--- config.mk ---
export PLATFORM = sky130hd
export DESIGN_NAME = trig_watchdog
export DESIGN_NICKNAME = d
export VERILOG_FILES = /design/src/rtl/wdg_pkg.sv /design/src/rtl/trig_sync.sv /design/src/rtl/window_timer.sv /design/src/rtl/fail_escalator.sv /design/src/rtl/trig_watchdog.sv
export SDC_FILE = /design/constraint.sdc
export NUM_CORES = 1
export LEC_CHECK = 0
export BUFFER_PORTS_ARGS = -buffer_cell sky130_fd_sc_hd__buf_4
export CAP_MARGIN = 15
export CORE_ASPECT_RATIO = 1.75
export CORE_MARGIN = 2
export CORE_UTILIZATION = 45
export DETAILED_ROUTE_END_ITERATION = 10
export PLACE_DENSITY = 0.73
export REMOVE_ABC_BUFFERS = 1
export SYNTH_ARGS = -nofsm -noshare
export SYNTH_HDL_FRONTEND = slang
export SYNTH_SLANG_ARGS = --single-unit
--- constraint.sdc ---
create_clock -name clk -period 16.36 [get_ports clk]
set_input_delay 0.818 -clock clk [delete_from_list [all_inputs] [get_ports clk]]
set_output_delay 0.818 -clock clk [all_outputs]
set_load 0.01 [all_outputs]
--- src/rtl/wdg_pkg.sv ---
package wdg_pkg;
  localparam int THR_W  = 3;
  localparam int FLAG_W = 8;

  localparam int FL_LONG_TO = 0;
  localparam int FL_TIMEOUT = 1;
  localparam int FL_EARLY   = 2;
  localparam int FL_FAIL    = 6;
  localparam int FL_RESET   = 7;

  localparam int A_CTRL   = 0;
  localparam int A_LONG   = 1;
  localparam int A_CLOSED = 2;
  localparam int A_OPEN   = 3;
  localparam int A_THRESH = 4;
  localparam int A_STATUS = 5;

  typedef enum logic [1:0] {
    PH_OFF    = 2'd0,
    PH_LONG   = 2'd1,
    PH_CLOSED = 2'd2,
    PH_OPEN   = 2'd3
  } phase_e;
endpackage

--- src/rtl/trig_sync.sv ---
module trig_sync #(
  parameter int STAGES = 2
) (
  input  logic clk,
  input  logic rst,
  input  logic trig_i,
  output logic rise_o
);
  logic [STAGES:0] chain_q;

  always_ff @(posedge clk) begin
    if (rst) chain_q <= '0;
    else     chain_q <= {chain_q[STAGES-1:0], trig_i};
  end

  // chain_q[STAGES] is the delayed copy used for edge detection
  assign rise_o = chain_q[STAGES-1] & ~chain_q[STAGES];

  a_r11_single_pulse: assert property (@(posedge clk) disable iff (rst)
    rise_o |=> !rise_o);
endmodule

--- src/rtl/window_timer.sv ---
module window_timer
  import wdg_pkg::*;
#(
  parameter int DUR_W = 16
) (
  input  logic             clk,
  input  logic             rst,
  input  logic             enable_i,
  input  logic [DUR_W-1:0] long_dur_i,
  input  logic [DUR_W-1:0] closed_dur_i,
  input  logic [DUR_W-1:0] open_dur_i,
  input  logic             trig_rise_i,
  input  logic             go_long_i,
  output logic             long_to_o,
  output logic             timeout_o,
  output logic             early_o,
  output logic             good_o
);
  phase_e           phase_q, phase_d;
  logic [DUR_W-1:0] tick_q, tick_d;
  logic [DUR_W:0]   tick_inc;
  logic             end_long, end_closed, end_open;

  assign tick_inc   = {1'b0, tick_q} + 1'b1;
  assign end_long   = tick_inc >= {1'b0, long_dur_i};
  assign end_closed = tick_inc >= {1'b0, closed_dur_i};
  assign end_open   = tick_inc >= {1'b0, open_dur_i};

  always_comb begin
    phase_d   = phase_q;
    tick_d    = tick_inc[DUR_W-1:0];
    long_to_o = 1'b0;
    timeout_o = 1'b0;
    early_o   = 1'b0;
    good_o    = 1'b0;
    if (!enable_i) begin
      phase_d = PH_OFF;
      tick_d  = '0;
    end else begin
      unique case (phase_q)
        PH_OFF: begin
          phase_d = PH_LONG;
          tick_d  = '0;
        end
        PH_LONG: begin
          if (trig_rise_i) begin
            phase_d = PH_CLOSED;
            tick_d  = '0;
          end else if (end_long) begin
            long_to_o = 1'b1;
            tick_d    = '0;
          end
        end
        PH_CLOSED: begin
          if (trig_rise_i) begin
            early_o = 1'b1;
            tick_d  = '0;
          end else if (end_closed) begin
            phase_d = PH_OPEN;
            tick_d  = '0;
          end
        end
        PH_OPEN: begin
          if (trig_rise_i) begin
            good_o  = 1'b1;
            phase_d = PH_CLOSED;
            tick_d  = '0;
          end else if (end_open) begin
            timeout_o = 1'b1;
            phase_d   = PH_CLOSED;
            tick_d    = '0;
          end
        end
        default: begin
          phase_d = PH_OFF;
          tick_d  = '0;
        end
      endcase
      if (go_long_i) begin
        phase_d = PH_LONG;
        tick_d  = '0;
      end
    end
  end

  always_ff @(posedge clk) begin
    if (rst) begin
      phase_q <= PH_OFF;
      tick_q  <= '0;
    end else begin
      phase_q <= phase_d;
      tick_q  <= tick_d;
    end
  end

  a_r1_off_when_disabled: assert property (@(posedge clk) disable iff (rst)
    !enable_i |=> phase_q == PH_OFF);
  a_r2_enable_enters_long: assert property (@(posedge clk) disable iff (rst)
    (phase_q == PH_OFF && enable_i) |=> phase_q == PH_LONG);
  a_r3_early_stays_closed: assert property (@(posedge clk) disable iff (rst)
    (early_o && !go_long_i) |=> (phase_q == PH_CLOSED && tick_q == '0));
endmodule

--- src/rtl/fail_escalator.sv ---
module fail_escalator
  import wdg_pkg::*;
(
  input  logic             clk,
  input  logic             rst,
  input  logic             bad_i,
  input  logic             good_i,
  input  logic [THR_W-1:0] fail_thr_i,
  input  logic [THR_W-1:0] rst_thr_i,
  input  logic             rst_en_i,
  input  logic             ret_long_i,
  output logic [THR_W-1:0] fail_cnt_o,
  output logic             fail_evt_o,
  output logic             rst_evt_o,
  output logic             go_long_o,
  output logic             rst_req_o
);
  localparam int RCNT_W = THR_W + 1;
  localparam logic [THR_W-1:0] FAIL_MAX = {THR_W{1'b1}};

  logic [THR_W-1:0]  fail_q, fail_next, fail_d;
  logic [RCNT_W-1:0] rcnt_q, rcnt_next, rcnt_d;
  logic              req_q;

  always_comb begin
    fail_next = fail_q;
    if (bad_i) begin
      if (fail_q != FAIL_MAX) fail_next = fail_q + 1'b1;
    end else if (good_i && fail_q != '0) begin
      fail_next = fail_q - 1'b1;
    end
    fail_evt_o = bad_i && (fail_next > fail_thr_i);
    rcnt_next  = fail_evt_o ? rcnt_q + 1'b1 : rcnt_q;
    rst_evt_o  = fail_evt_o && (rcnt_next > {1'b0, rst_thr_i});
    fail_d     = rst_evt_o ? '0 : fail_next;
    rcnt_d     = rst_evt_o ? '0 : rcnt_next;
    go_long_o  = rst_evt_o && ret_long_i;
  end

  always_ff @(posedge clk) begin
    if (rst) begin
      fail_q <= '0;
      rcnt_q <= '0;
      req_q  <= 1'b0;
    end else begin
      fail_q <= fail_d;
      rcnt_q <= rcnt_d;
      req_q  <= rst_evt_o && rst_en_i;
    end
  end

  assign fail_cnt_o = fail_q;
  assign rst_req_o  = req_q;

  a_r5_saturate: assert property (@(posedge clk) disable iff (rst)
    (bad_i && fail_q == FAIL_MAX && !rst_evt_o) |=> fail_q == FAIL_MAX);
  a_r5_decrement: assert property (@(posedge clk) disable iff (rst)
    (good_i && !bad_i && fail_q != '0) |=> fail_q == $past(fail_q) - 1'b1);
  a_r7_clear_on_reset: assert property (@(posedge clk) disable iff (rst)
    rst_evt_o |=> (fail_q == '0 && rcnt_q == '0));
endmodule

--- src/rtl/trig_watchdog.sv ---
module trig_watchdog
  import wdg_pkg::*;
#(
  parameter int DUR_W       = 16,
  parameter int ADDR_W      = 3,
  parameter int SYNC_STAGES = 2,
  parameter logic [DUR_W-1:0] LONG_INIT   = 16'd1000,
  parameter logic [DUR_W-1:0] CLOSED_INIT = 16'd100,
  parameter logic [DUR_W-1:0] OPEN_INIT   = 16'd100
) (
  input  logic              clk,
  input  logic              rst,
  input  logic              cfg_we,
  input  logic [ADDR_W-1:0] cfg_addr,
  input  logic [DUR_W-1:0]  cfg_wdata,
  input  logic              trig_i,
  output logic [FLAG_W-1:0] err_flags_o,
  output logic [THR_W-1:0]  fail_cnt_o,
  output logic              fail_irq_o,
  output logic              rst_irq_o,
  output logic              rst_req_o
);
  logic             en_q, rst_en_q, ret_long_q;
  logic [DUR_W-1:0] long_q, closed_q, open_q;
  logic [THR_W-1:0] fail_thr_q, rst_thr_q;
  logic [FLAG_W-1:0] flags_q, flag_set, flag_clr;

  logic trig_rise, long_to, timeout, early, good;
  logic fail_evt, rst_evt, go_long;

  logic wr_ctrl, wr_long, wr_closed, wr_open, wr_thresh, wr_status;
  assign wr_ctrl   = cfg_we && cfg_addr == ADDR_W'(A_CTRL);
  assign wr_long   = cfg_we && cfg_addr == ADDR_W'(A_LONG);
  assign wr_closed = cfg_we && cfg_addr == ADDR_W'(A_CLOSED);
  assign wr_open   = cfg_we && cfg_addr == ADDR_W'(A_OPEN);
  assign wr_thresh = cfg_we && cfg_addr == ADDR_W'(A_THRESH);
  assign wr_status = cfg_we && cfg_addr == ADDR_W'(A_STATUS);

  logic unused_wdata;
  assign unused_wdata = ^{cfg_wdata[DUR_W-1:FLAG_W], cfg_wdata[3]};

  always_ff @(posedge clk) begin
    if (rst) begin
      en_q       <= 1'b0;
      rst_en_q   <= 1'b0;
      ret_long_q <= 1'b0;
      long_q     <= LONG_INIT;
      closed_q   <= CLOSED_INIT;
      open_q     <= OPEN_INIT;
      fail_thr_q <= '0;
      rst_thr_q  <= '0;
    end else begin
      if (wr_ctrl) begin
        en_q       <= cfg_wdata[0];
        rst_en_q   <= cfg_wdata[1];
        ret_long_q <= cfg_wdata[2];
      end
      if (wr_long)   long_q   <= cfg_wdata;
      if (wr_closed) closed_q <= cfg_wdata;
      if (wr_open)   open_q   <= cfg_wdata;
      if (wr_thresh) begin
        fail_thr_q <= cfg_wdata[THR_W-1:0];
        rst_thr_q  <= cfg_wdata[4+THR_W-1:4];
      end
    end
  end

  trig_sync #(.STAGES(SYNC_STAGES)) u_sync (
    .clk    (clk),
    .rst    (rst),
    .trig_i (trig_i),
    .rise_o (trig_rise)
  );

  window_timer #(.DUR_W(DUR_W)) u_timer (
    .clk          (clk),
    .rst          (rst),
    .enable_i     (en_q),
    .long_dur_i   (long_q),
    .closed_dur_i (closed_q),
    .open_dur_i   (open_q),
    .trig_rise_i  (trig_rise),
    .go_long_i    (go_long),
    .long_to_o    (long_to),
    .timeout_o    (timeout),
    .early_o      (early),
    .good_o       (good)
  );

  fail_escalator u_esc (
    .clk        (clk),
    .rst        (rst),
    .bad_i      (early | timeout),
    .good_i     (good),
    .fail_thr_i (fail_thr_q),
    .rst_thr_i  (rst_thr_q),
    .rst_en_i   (rst_en_q),
    .ret_long_i (ret_long_q),
    .fail_cnt_o (fail_cnt_o),
    .fail_evt_o (fail_evt),
    .rst_evt_o  (rst_evt),
    .go_long_o  (go_long),
    .rst_req_o  (rst_req_o)
  );

  always_comb begin
    flag_set             = '0;
    flag_set[FL_LONG_TO] = long_to;
    flag_set[FL_TIMEOUT] = timeout;
    flag_set[FL_EARLY]   = early;
    flag_set[FL_FAIL]    = fail_evt;
    flag_set[FL_RESET]   = rst_evt;
    flag_clr = wr_status ? cfg_wdata[FLAG_W-1:0] : '0;
  end

  always_ff @(posedge clk) begin
    if (rst) flags_q <= '0;
    else     flags_q <= (flags_q & ~flag_clr) | flag_set;
  end

  assign err_flags_o = flags_q;
  assign fail_irq_o  = flags_q[FL_FAIL];
  assign rst_irq_o   = flags_q[FL_RESET];

  a_r1_count_frozen_off: assert property (@(posedge clk) disable iff (rst)
    !en_q |=> $stable(fail_cnt_o));
  a_r3_early_flagged: assert property (@(posedge clk) disable iff (rst)
    early |=> err_flags_o[FL_EARLY]);
  a_r8_req_has_irq: assert property (@(posedge clk) disable iff (rst)
    rst_req_o |-> rst_irq_o);
  a_r10_answer_bits_low: assert property (@(posedge clk) disable iff (rst)
    wr_status |=> err_flags_o[5:3] == 3'b000);
endmodule

# == Yosys cells after proc, flatten, opt, wreduce, memory -nomap -nowiden ==
# Cells that the tools add are included.
# op_classes
addsub,4
n_mul,0
div_mod_pow,0
order_cmp,5
eq_ne,17
shift,0
mux,32
bitwise_logic,7
n_reduce_logical,19
# ops
cell,count
$mux 16,6
$pmux 16 s4,1
$ge 17x16->1,3
$add 16x1->17 const B,1
$mux 1,14
$logic_and 1x1->1,11
$mux 2,5
$mux 3,3
$ne 3x3->1 const B,3
$and 8x8->8,1
$mux 8,1
$not 8->8,1
$or 8x8->8,1
$pmux 2 s4,1
$reduce_and 4->1,2
$eq 3x2->1 const B,2
$eq 3x3->1 const B,2
$ne 3x2->1 const B,2
$add 4x1->4 const B,1
$eq 2x2->1 const B,2
$gt 4x3->1,1
$mux 4,1
$ne 2x2->1 const B,2
$ne 4x3->1 const B,1
14 further kinds,16
# totals
register_bits,94
latch_bits,0
ram_bits,0
romBits,0
in_bits,23
out_inout_bits,14
elab_cells,100
mem_count,0

# == Depth between registers and ports, before layout ==
# Gate-level depths: netlist (run 1).
# logic_depth
word_depth,16
depth_mapped,28
ltp_nobuf,27

# == Hierarchy ==
# Synthesis (run 1) repeated with hierarchy kept, for this count alone.
# hier_totals
hier_cells,593
area_unflattened_um2,5522.8
# by_module_without_submodules
module,n_inst,cells_each,area_per_inst_um2,seq_area_each_um2
trig_watchdog,1,254,2645.0,1301.2
window_timer,1,260,2164.6,360.3
fail_escalator,1,72,625.6,160.2
trig_sync,1,7,87.6,60.1

# == Worst setup path before layout (run 1) ==
# OpenSTA, ideal clock, no wires.
# synth_path
kind,register to register
start,register u_timer.tick_q[0]
end,register u_timer.tick_q[10]
setup_ns,0.073
t_arrival_ns,5.761
required_time_ns,16.287
slack_ns,10.526
stages_incl_launch_ff,29
n_path_buf,1
synth_period_minus_slack_ns,5.834
cell_sequence,dfxtp_1 -> ha_1 -> nand3_2 -> nor4_1 -> and3_1 -> xor2_1 -> ha_1 -> a21o_1 -> a21oi_1 -> o311a_1 -> a31oi_4 -> o21ai_0 -> mux2i_1 -> a21oi_1 -> ha_1 -> nor2b_1 -> o21ai_0 -> a32oi_1 -> o211ai_4 -> mux2_2 -> ha_1 -> nor2b_1 -> o21a_1 -> o21ai_0 -> nand2_1 -> o2111ai_1 -> o21ai_4 -> buf_6 -> nor3b_2
# synth_via
elab_chain_cells,15
elab_cells_between_ends,24
classes_between,add/sub (1); order compare (5); mux (13); bitwise (1); reduce/logical (4)
# synth_rtl
item,line_no,source
from (decl),window_timer.sv:20,"logic [DUR_W-1:0] tick_q, tick_d;"
from (signal assigned),window_timer.sv:92,tick_q <= tick_d;
$add 16x1->17,window_timer.sv:24,"assign tick_inc = {1'b0, tick_q} + 1'b1;"
$ge 17x16->1,window_timer.sv:27,"assign end_open = tick_inc >= {1'b0, open_dur_i};"
$mux 1,window_timer.sv:68,end else if (end_open) begin
$mux 1,window_timer.sv:64,if (trig_rise_i) begin
$mux 1,window_timer.sv:40,unique case (phase_q)
$mux 1,window_timer.sv:36,if (!enable_i) begin
$or 1x1->1,trig_watchdog.sv:93,".bad_i (early | timeout),"
$mux 3,fail_escalator.sv:27,if (bad_i) begin
via u_esc.fail_next[1],fail_escalator.sv:21,"logic [THR_W-1:0] fail_q, fail_next, fail_d;"
$gt 3x3->1,fail_escalator.sv:32,fail_evt_o = bad_i && (fail_next > fail_thr_i);
$logic_and 1x1->1,fail_escalator.sv:32,
$mux 4,fail_escalator.sv:33,rcnt_next = fail_evt_o ? rcnt_q + 1'b1 : rcnt_q;
via u_esc.rcnt_next[1],fail_escalator.sv:22,"logic [RCNT_W-1:0] rcnt_q, rcnt_next, rcnt_d;"
$gt 4x3->1,fail_escalator.sv:34,"rst_evt_o = fail_evt_o && (rcnt_next > {1'b0, rst_thr_i});"
$logic_and 1x1->1,fail_escalator.sv:34,
$logic_and 1x1->1,fail_escalator.sv:37,go_long_o = rst_evt_o && ret_long_i;
$reduce_or 3->1 (no source line),n/a,
# The timed path passes the listed nets, and every way through them passes these cells.
# A chain may end at the register's enable or synchronous reset.

# == Worst setup path after layout (run 1) ==
# layout_path
start,register u_timer.tick_q[0]
end,register u_timer.tick_q[2]
# The elaborated chain is that of the path after synthesis.

==> metrics.md, run 1 <==
| Metric | Value |
|---|---|
| Result of the run | `complete, no violations` |
| Post-synthesis to final-layout area growth | `12.6%` |
| End-of-flow core utilization | `between 50% and 60%` |
| Number of iterations in the first detailed-routing pass | `4` |
| Source-to-sink clock delay at the later pin of the worst-skew pair | `roughly 350 ps` |
| Top achievable clock speed | `between 100 and 150 MHz` |
| Largest vdd supply drop | `about 65 uV` |
| Routability cong. | `0.844` |
| Area of the die | `~13000 sq um` |
| Number of hold-repair buffers added at the cts stage | `0` |
| Synthesized instance count | `around 630` |
| Final Hold Vio Count | `0` |
| Pin count of the biggest net entering global routing | `76` |
| Number of setup buffers added after CTS | `0` |
| Wire length of the first global-routing pass | `21100 um` |
| Syn. warnings | `0` |
| Overflow left after global routing | `0` |
| Class of the worst hold path | `reg2reg` |
| Number of rows in the core area | `52` |
| Clock buffer depth | `2` |
| Min Clock Period, post-route | `6950 ps` |
| Boundary pin count | `37` |
| Setup violation total in the final timing report | `0` |
| Top area cells in the synthesized netlist | `dfxtp_1 36%, ha_1 14%, nand2_1 8.6%` |
| Layout net count | `737` |
| Count of vias placed by the detailed router | `4391` |
| Avg Inst Size Synth | `8.35 sq um` |
| DIE HEIGHT | `147 um` |
| Final-layout setup total negative slack | `0 ps` |
| Share of cells above drive strength 1 | `12.3%` |
| Critical Path Fanout Max | `17` |
| Maximum clock skew at final layout | `4.50 ps` |
| Clock transition at the registers of the reported paths | `70 ps` |
| Type of element launching the critical path | `register` |
| Data required, critical path | `~17000 ps` |
| Arrival @ worst endpoint | `7150 ps` |
| Starting Density | `45.7%` |
| Cell type of the slowest stage on the worst timing path | `o21ai_4` |
| Unrepaired setup endpoints after global routing | `false` |
| Cell area after synthesis | `~5200 sq um` |
| Final count of pins violating max slew | `0` |
| Half-perimeter wire length of the detailed placement result | `9570 um` |
| Number of resized instances in the post-cts repair step | `0` |
| Area fraction of the dominant cell type after synthesis | `36.0%` |
| Post-synthesis sequential area ratio | `approximately 36%` |
| Iter 0 DRT Violations | `143` |
| Slew of the pin with the lowest slew margin | `803 ps` |
| Synthesis-stage register bit count | `between 90 and 100` |
| I/O Buffers | `36` |
| Kind of capture point of the worst setup path | `register` |
| Clock root buffer | `clkbuf_16` |
| Total DRC errors in the routed layout | `0` |
| Unique cell type count in the Yosys netlist | `between 60 and 70` |
| TritonCTS clock tree | `yes` |
| Max capacitance violation total | `0` |
| Post-DR wirelength/cell | `16.3 um` |
| Chip Width | `roughly 86 um` |
| Via-per-instance ratio | `5.53` |
| Antenna diode count | `0` |
| Crit Path Class | `reg2reg` |
| Delay of the slowest cell on the worst path | `a little under 600 ps` |
| Clock H-tree levels | `3` |
| Headroom to the max-slew limit | `46.3%` |
| Area inside the core boundary | `11500 sq um` |
| Post-synth EDFFs | `0` |
| Synth Flop Type | `dfxtp_1` |
| Routed WL | `13000 um` |
| Library cell occupying the most area in the post-synthesis netlist | `dfxtp_1` |
| Power per standard cell area | `80.7 nW/um^2` |
| Most used cells in the layout excluding fill and tap cells | `120 x nand2_1, 94 x dfxtp_1, 62 x a21oi_1` |
| Via count of the first global-routing pass | `4556` |
| Period utilisation layout | `42.5%` |
| Antenna violations before repair | `0` |
| Most common library cell in the layout ignoring fill and taps | `nand2_1` |
| Filler Cells Inserted | `around 1100` |
| Share of synthesized flip-flops with an asynchronous set or reset | `0%` |
| TritonCTS Buffers | `9` |
| GRT Total Usage | `21.4%` |
| CTS sink cnt | `94` |
| Leakage component of the power | `between 2 and 3 nW` |
| Cell type with the highest occurrence count on the critical path | `ha_1` |
| Hold Worst Slack | `roughly 450 ps` |
| Number of routed nets with antenna violations | `0` |
==> area by class of cell <==
type	count	area, sq um	area share, %
well taps	135	169	2.87
repair buffers	40	298	5.06
clock inverters	5	58.8	0.998
multi-input cells	451	3020	51.3
clock buffers	10	239	4.06
flip-flops and latches	94	1880	31.9
inverters	59	221	3.76
==> cell usage after synthesis, types with 2 or more instances <==
library cell,number
a211oi_2,2
clkbuf_1,18
nor4_1,2
and3_1,4
a211oi_1,3
nand3b_1,10
dfxtp_1,94
ha_1,59
inv_1,59
o21ai_0,16
nand2b_1,7
buf_4,3
nor2b_1,12
nor3b_1,10
a2111oi_0,2
o2111a_1,2
xnor2_1,5
a21oi_1,62
o21a_1,3
and2_1,2
o2111ai_1,2
xor2_1,12
nor2_1,32
nand3_1,15
nor3_2,2
nor3_1,5
or2_2,3
mux2i_1,11
nand2_1,120
or3_1,2
nor3b_2,7
nand4_1,6
a211o_1,3
a21o_1,5
==> metrics by stage <==
stage / cells / worst slack (ps) / area (sq um) / power (mW)
finish: 794 / 9410 / 5890 / 0.475
global placement: 778 / 9960 / 5590 / 0.267
floorplan: 604 / 10440 / 5130 / 0.253
global route: 794 / 8780 / 5890 / 0.490
CTS: 793 / 9490 / 5890 / 0.478
detailed placement: 778 / 9500 / 5590 / 0.267
==> critical path, delay by kind of cell (launching register included) <==
family / cells / cell delay, ps
AND/OR/NAND/NOR: 7 / 1390
XOR/XNOR: 1 / 300
AO/OA/AOI/OAI: 13 / 2840
adder cells (fa/ha/maj): 4 / 1170
flip-flops: 1 / 490
multiplexers: 2 / 590
==> logic make-up (layout without fill, tap and decap cells) <==
group	count (synthesis)	count (layout)	synth area share, %
AND/OR/NAND/NOR	247	247	24.2
AO/OA/AOI/OAI	116	116	14.3
flip-flops	94	94	36.0
buffers and inverters	82	114	6.26
adder cells (fa/ha/maj)	59	59	14.1
XOR/XNOR	17	17	2.85
multiplexers	12	12	2.32
==> power breakdown <==
part           internal, mW  leakage [nW]  total [mW]  switching, mW
Combinational        0.0107          1.62      0.0283         0.0176
Sequential            0.232         0.761       0.234        0.00189
Clock                 0.122         0.141       0.212         0.0903
==> worst paths after layout <==
check / start / endpoint / slack (ps) / cells after the start
hold reg to reg: err_flags_o[3] / err_flags_o[3] / 450 / 2
setup reg to reg: u_timer.tick_q[0] / u_timer.tick_q[2] / 9410 / 27
setup / recovery: u_timer.tick_q[0] / u_timer.tick_q[2] / 9410 / 27
hold / removal: err_flags_o[3] / err_flags_o[3] / 450 / 2
==> routing by layer <==
layer  GRT usage [%]  wire, um
met3            3.11       453
met2            38.7      6710
met1            21.7      4940
met5               0         0
met4            15.6       844
==> sequential cells by signal, indices dropped and copies added, names as in the netlist, 2 cells and up <==
signal            count
u_timer.phase_q       2
u_esc.fail_cnt_o      3
long_q               16
open_q               16
u_timer.tick_q       16
closed_q             16
fail_thr_q            3
rst_thr_q             3
u_sync.chain_q        3
err_flags_o           8
u_esc.rcnt_q          4
Power figures use the tool's default switching activity.
==> run 2, diff against run 1 <==
- clock period: 16.36 -> 7.1 ns (I/O delays scaled with it)
==> run 2 against run 1 <==
  * Clock-buffer cell count rose by 3
  * Cell count grew 0.25%
  * Routed wire length grew 1.6%
  * Critical path type unchanged
  * Die area unchanged
  * Power grew 130%
  * Sequential power grew 130%
  * Critical endpoint unchanged
  * Highest routed layer unchanged
  * Clock power increased by 120%
==> metrics.md, run 2 (synthesis gave the netlist of run 1 again) <==
| Metric | Value |
|---|---|
| Via-per-instance ratio | `5.56 (+0.52%)` |
| Clock buffer depth | `2 (unchanged)` |
| Maximum clock skew at final layout | `10.0 ps (+5.50 ps)` |
| TritonCTS Buffers | `9 (unchanged)` |
| Pin count of the biggest net entering global routing | `76 (unchanged)` |
| Data required, critical path | `7350 ps (-9210 ps)` |
| Crit Path Class | `reg2reg` |
| Top achievable clock speed | `151 MHz (+5.1%)` |
| Power per standard cell area | `182 nW/um^2 (+130%)` |
| Area inside the core boundary | `11500 sq um (unchanged)` |
| Layout net count | `739 (+0.27%)` |
| Final count of pins violating max slew | `0 (unchanged)` |
| Period utilisation layout | `93.1% (+51 points)` |
| Slew of the pin with the lowest slew margin | `1200 ps (+398 ps)` |
| Number of hold-repair buffers added at the cts stage | `0 (unchanged)` |
| Headroom to the max-slew limit | `19.3% (-27 points)` |
| Final-layout setup total negative slack | `0 ps (unchanged)` |
| Number of iterations in the first detailed-routing pass | `4 (unchanged)` |
| Overall Power | `1.08 mW (+130%)` |
| Clock transition at the registers of the reported paths | `70 ps (about the same)` |
| Count of vias placed by the detailed router | `4425 (+0.77%)` |
| Antenna violations before repair | `0 (unchanged)` |
| Critical Path Fanout Max | `14 (-3)` |
| Overflow left after global routing | `0 (unchanged)` |
| DIE HEIGHT | `147 um (unchanged)` |
| Clock root buffer | `clkbuf_16` |
| Arrival @ worst endpoint | `6860 ps (-290 ps)` |
| I/O Buffers | `36 (unchanged)` |
| Number of rows in the core area | `52 (unchanged)` |
| Antenna diode count | `0 (unchanged)` |
| Kind of capture point of the worst setup path | `register` |
| Chip Width | `85.5 um (unchanged)` |
| Leakage component of the power | `2.54 nW (+0.53%)` |
| Clock H-tree levels | `3 (unchanged)` |
| Delay of the slowest cell on the worst path | `480 ps (-110 ps)` |
| Fin worst setup slack | `490 ps (-8920 ps)` |
| Number of routed nets with antenna violations | `0 (unchanged)` |
| Source-to-sink clock delay at the later pin of the worst-skew pair | `340 ps (about the same)` |
| Unrepaired setup endpoints after global routing | `false` |
| Setup violation total in the final timing report | `0 (unchanged)` |
| Post-synthesis to final-layout area growth | `13.4%` |
| Share of cells above drive strength 1 | `12.9% (+0.57 points)` |
| Most common library cell in the layout ignoring fill and taps | `nand2_1` |
| Iter 0 DRT Violations | `205 (+43%)` |
| Routed WL | `13200 um (+1.6%)` |
| Type of element launching the critical path | `register` |
| TritonCTS clock tree | `yes` |
| Class of the worst hold path | `in2reg` |
| CTS sink cnt | `94 (unchanged)` |
| Max capacitance violation total | `0 (unchanged)` |
| Buffering stage count on the worst path with inverters included | `1 (+1)` |
| Half-perimeter wire length of the detailed placement result | `9840 um (+2.8%)` |
| Most used cells in the layout excluding fill and tap cells | `120 x nand2_1, 94 x dfxtp_1, 62 x a21oi_1` |
| Boundary pin count | `37 (unchanged)` |
| Setup Slack @ Placement | `281 ps (-9220 ps)` |
| Hold Worst Slack | `218 ps (-234 ps)` |
| Wire length of the first global-routing pass | `20900 um (-0.69%)` |
| Total DRC errors in the routed layout | `0 (unchanged)` |
| Area of the die | `12500 sq um (unchanged)` |
| Crit path max-delay family | `compound AO/OA/AOI/OAI gates` |
| Post-DR wirelength/cell | `16.5 um (+1.4%)` |
| Starting Density | `45.7% (unchanged)` |
| GRT Total Usage | `21.3% (-0.17 points)` |
| Via count of the first global-routing pass | `4504 (-1.1%)` |
| Filler-free cell count of the finished design | `796 (+0.25%)` |
| Instance count after placement with tap cells included | `779 (+0.13%)` |
| Result of the run | `complete, no violations` |
| Cell type of the slowest stage on the worst timing path | `dfxtp_1` |
| Routability cong. | `0.838 (-0.70%)` |
| Cell type with the highest occurrence count on the critical path | `ha_1` |
| Min Clock Period, post-route | `6610 ps (-337 ps)` |
| Final Hold Vio Count | `0 (unchanged)` |
| Largest vdd supply drop | `125 uV (+92%)` |
[run 2: per-stage QoR]
| step | utilization, % | instance area, sq um |
|---|---|---|
| after floorplan | - | 5130 |
| after global placement | 48.9 | 5600 |
| after detailed placement | 48.9 | 5600 |
| after CTS | 51.4 | 5890 |
| after global routing | 51.8 | 5930 |
| final | 51.8 | 5930 |
[run 2: worst register-to-register path, delay by kind of cell (launching register included)]
family	cells	cell delay, ps
AO/OA/AOI/OAI	13	2420
multiplexers	2	610
AND/OR/NAND/NOR	7	1450
XOR/XNOR	1	230
flip-flops	1	480
adder cells (fa/ha/maj)	4	1160
buffers and inverters	1	170
[run 2: layout make-up]
class,count,area [sq um]
fill,1064,5520
timing repair buffer,42,328
tap,135,169
sequential,94,1880
clock buffer,13,280
multi-input combinational,451,3040
inverter,59,221
clock inverter,2,15.0
[run 2: metal layers]
metal / vias up / share of wire, % / track usage, %
met4: 0 / 5.6 / 13.2
met2: 121 / 54 / 39.5
met1: 2071 / 35 / 20.8
met5: - / 0 / 0
met3: 48 / 4.8 / 4.30
li1: 2185 / - / -
[run 2: final timing paths]
check	startpoint	endpoint	slack, ps	cells after the start
max reg2reg	u_timer.tick_q[0]	u_timer.tick_q[2]	490	28
min	cfg_wdata[3]	err_flags_o[3]	220	2
min reg2reg	u_sync.chain_q[0]	u_sync.chain_q[1]	440	1
max	u_timer.tick_q[0]	u_timer.tick_q[2]	490	28
[run 2: what timing repair did]
| action | CTS | global route |
|---|---|---|
| setup buffers | 0 | 2 |
| endpoints found under the setup margin | 0 | 20 |
| gates resized for setup | 0 | 2 |
[run 2: power breakdown]
group	internal, mW	leakage (nW)	switching [mW]
sequential	0.536	0.761	0.00423
combinational	0.0249	1.64	0.0407
clock	0.274	0.140	0.201
==> run 3, diff against run 2 <==
- ABC_AREA: default -> 1
==> run 3 against run 2 <==
  * Combinational power is 20% higher
  * Clock power is 13% higher
  * Largest cell class unchanged
  * Cell count is 9.2% higher
  * Maximum frequency is 13% higher
  * Clock skew is 3.0 ps higher
  * Sequential power hardly changed
  * Area after synthesis is 1.7% higher
  * Register-to-register slack better by 770 ps
  * Via count is 2.0% higher
  * Worst hold slack worse by 8.3 ps
  * Largest power group unchanged
  * Synthesized cell count is 11% higher
  * Power is 7.3% higher
  * Critical path type unchanged
==> metrics.md, run 3 <==
| Metric | Value |
|---|---|
| Clock root buffer | `clkbuf_16` |
| Share of cells above drive strength 1 | `12.8% (-0.053 points)` |
| GRT Total Usage | `20.5% (-0.79 points)` |
| Number of iterations in the first detailed-routing pass | `4 (unchanged)` |
| Filler Cells Inserted | `1084 (+1.9%)` |
| Period utilisation layout | `82.2% (-11 points)` |
| Number of setup buffers added after CTS | `0 (unchanged)` |
| Post-synth EDFFs | `0 (unchanged)` |
| Arrival @ worst endpoint | `6060 ps (-800 ps)` |
| GR met3 Demand/Resource | `4.13% (-0.16 points)` |
| Flip-flop and latch area | `1880 sq um (unchanged)` |
| Most used cells in the layout excluding fill and tap cells | `127 x inv_1, 94 x dfxtp_1, 87 x nand2_1` |
| Top achievable clock speed | `171 MHz (+13%)` |
| Share of synthesized flip-flops with an asynchronous set or reset | `0% (unchanged)` |
| Type of element launching the critical path | `register` |
| Slew of the pin with the lowest slew margin | `840 ps (-361 ps)` |
| Power per standard cell area | `192 nW/um^2 (+5.6%)` |
| Leakage component of the power | `2.78 nW (+9.8%)` |
| Result of the run | `complete, no violations` |
| Pin count of the biggest net entering global routing | `61 (-20%)` |
| Final count of pins violating max slew | `0 (unchanged)` |
| Layout net count | `811 (+9.7%)` |
| Synthesized instance count | `697 (+11%)` |
| Final-layout setup total negative slack | `0 ps (unchanged)` |
| Met2 track demand over resource | `38.1% (-1.4 points)` |
| Area fraction of the dominant cell type after synthesis | `35.3% (-0.62 points)` |
| Class of the worst hold path | `in2reg` |
| Worst hold start | `trig_i` |
| Critical Path Fanout Max | `17 (+3)` |
| Max capacitance violation total | `0 (unchanged)` |
| Count of vias placed by the detailed router | `4512 (+2.0%)` |
| Met1 capacity usage during global routing | `19.9% (-0.86 points)` |
| Kind of capture point of the worst setup path | `register` |
| Via-per-instance ratio | `5.19 (-6.6%)` |
| Post-synthesis to final-layout area growth | `13.2%` |
| TritonCTS Buffers | `9 (unchanged)` |
| Overflow left after global routing | `0 (unchanged)` |
| Synthesis-stage register bit count | `94 (unchanged)` |
| Post-DR wirelength/cell | `14.2 um (-14%)` |
| CP Launch Point | `u_timer.tick_q[0]` |
| Number of resized instances in the post-cts repair step | `0 (unchanged)` |
| Iter 0 DRT Violations | `127 (-38%)` |
| Syn. warnings | `0 (unchanged)` |
| Library cell occupying the most area in the post-synthesis netlist | `dfxtp_1` |
| TritonCTS clock tree | `yes` |
| Avg Inst Size Synth | `7.64 sq um (-8.5%)` |
| Clock H-tree levels | `3 (unchanged)` |
| Unrepaired setup endpoints after global routing | `false` |
| Synth Flop Type | `dfxtp_1` |
| Delay of the slowest cell on the worst path | `440 ps (-40 ps)` |
| CTS sink cnt | `94 (unchanged)` |
| End-of-flow core utilization | `52.0% (+0.22 points)` |
| Chip Width | `86.2 um (+0.82%)` |
| Headroom to the max-slew limit | `43.8% (+24 points)` |
| Routed WL | `12300 um (-6.3%)` |
| Setup violation total in the final timing report | `0 (unchanged)` |
| Most common library cell in the layout ignoring fill and taps | `inv_1` |
| Starting Density | `46.0% (+0.28 points)` |
| Clock buffer depth | `2 (unchanged)` |
| Clock transition at the registers of the reported paths | `60 ps (about the same)` |
| Antenna violations before repair | `0 (unchanged)` |
| Post-synthesis sequential area ratio | `35.3% (-0.62 points)` |
| Area inside the core boundary | `11600 sq um (+1.1%)` |
| Source-to-sink clock delay at the later pin of the worst-skew pair | `350 ps (about the same)` |
| Multi-input gate area | `2850 sq um (-6.1%)` |
| Top area cells in the synthesized netlist | `dfxtp_1 35%, ha_1 14%, inv_1 9.0%` |
| Number of hold-repair buffers added at the cts stage | `0 (unchanged)` |
| Cell area after synthesis | `5320 sq um (+1.7%)` |
| Reg-to-reg critical path startpoint | `u_timer.tick_q[0]` |
| Routability cong. | `0.905 (+8.0%)` |
| Register-to-register setup slack | `1260 ps (+770 ps)` |
| Boundary pin count | `37 (unchanged)` |
| Cell with the most instances after synthesis | `inv_1` |
| Cell type with the highest occurrence count on the critical path | `nand2_1` |
| Crit Path Class | `reg2reg` |
| Half-perimeter wire length of the detailed placement result | `9810 um (-0.29%)` |
| Antenna diode count | `0 (unchanged)` |
| Number of routed nets with antenna violations | `0 (unchanged)` |
| Cell type of the slowest stage on the worst timing path | `dfxtp_1` |
| Final Hold Vio Count | `0 (unchanged)` |
| Unique cell type count in the Yosys netlist | `41 (-33%)` |
| Total DRC errors in the routed layout | `0 (unchanged)` |
| Wire length of the first global-routing pass | `20400 um (-2.3%)` |
| Largest vdd supply drop | `116 uV (-6.8%)` |
| Overall Power | `1.16 mW (+7.3%)` |
| Area of the die | `12800 sq um (+1.7%)` |
| DIE HEIGHT | `148 um (+0.84%)` |
| I/O Buffers | `36 (unchanged)` |
| Number of rows in the core area | `52 (unchanged)` |
| Top Usage Layer GRT | `met2` |
| Via count of the first global-routing pass | `4508 (+0.089%)` |
| Data required, critical path | `7320 ps (-30 ps)` |
| Leading post-synthesis cells by instance count | `127 x inv_1, 94 x dfxtp_1, 87 x nand2_1` |
| Min Clock Period, post-route | `5840 ps (-772 ps)` |
| Maximum clock skew at final layout | `13.0 ps (+2.96 ps)` |
[run 3: cell count changes after synthesis, moves of 11 or more]
cell	change
mux2i_1	-11
nor2_1	+26
a21oi_1	+11
nor2_4	+13
o21ai_0	+49
inv_1	+68
o211ai_1	+11
nand2_1	-33
nor2b_1	-11
[run 3: cells by family (layout without fill, tap and decap cells)]
family	Yosys count	in the layout	synth area share, %
buf+inv	149	186	11.1
xor+xnor	15	15	2.47
flops	94	94	35.3
fa+ha+maj	59	59	13.9
simple gates	219	219	21.0
compound gates	161	161	16.3
[run 3: final timing paths]
path,cells after the start,to
max,38,u_timer.tick_q[3]
min,3,u_sync.chain_q[0]
max reg2reg,38,u_timer.tick_q[3]
min reg2reg,2,u_sync.chain_q[1]
[run 3: power breakdown]
group	internal (mW)	total (mW)	switching, mW	leakage [nW]
Sequential	0.539	0.543	0.00396	0.762
Combinational	0.0285	0.0785	0.0500	1.86
Clock	0.317	0.537	0.221	0.164
[run 3: worst max-delay path, delay by kind of cell, from the launching register on]
family                   cells  cell delay (ps)
AND/OR/NAND/NOR             22             2410
adder cells (fa/ha/maj)      4             1150
AO/OA/AOI/OAI                6              860
XOR/XNOR                     2              520
flip-flops                   1              440
buffers and inverters        4              290
[run 3: metrics by stage]
stage | instances | hold WS (ps) | setup slack [ps] | area (sq um)
after floorplan | 678 | 388 | 1990 | 5220
final | 869 | 210 | 1260 | 6020
after detailed placement | 853 | 396 | 1270 | 5690
after CTS | 869 | 202 | 1270 | 6020
after global routing | 869 | 241 | 658 | 6020
after global placement | 853 | 390 | 1590 | 5690
[run 3: cell type report]
class / instances / area share (%)
well taps: 135 / 2.80
repair buffers: 40 / 4.98
clock inverters: 7 / 1.81
flip-flops and latches: 94 / 31.2
clock buffers: 9 / 3.74
inverters: 130 / 8.10
multi-input cells: 454 / 47.3
[run 3: per-layer routing]
metal	part of all wire, %	routed length, um
met2	53	6540
met1	37	4600
met4	6.2	761
met3	3.4	425
met5	0	0
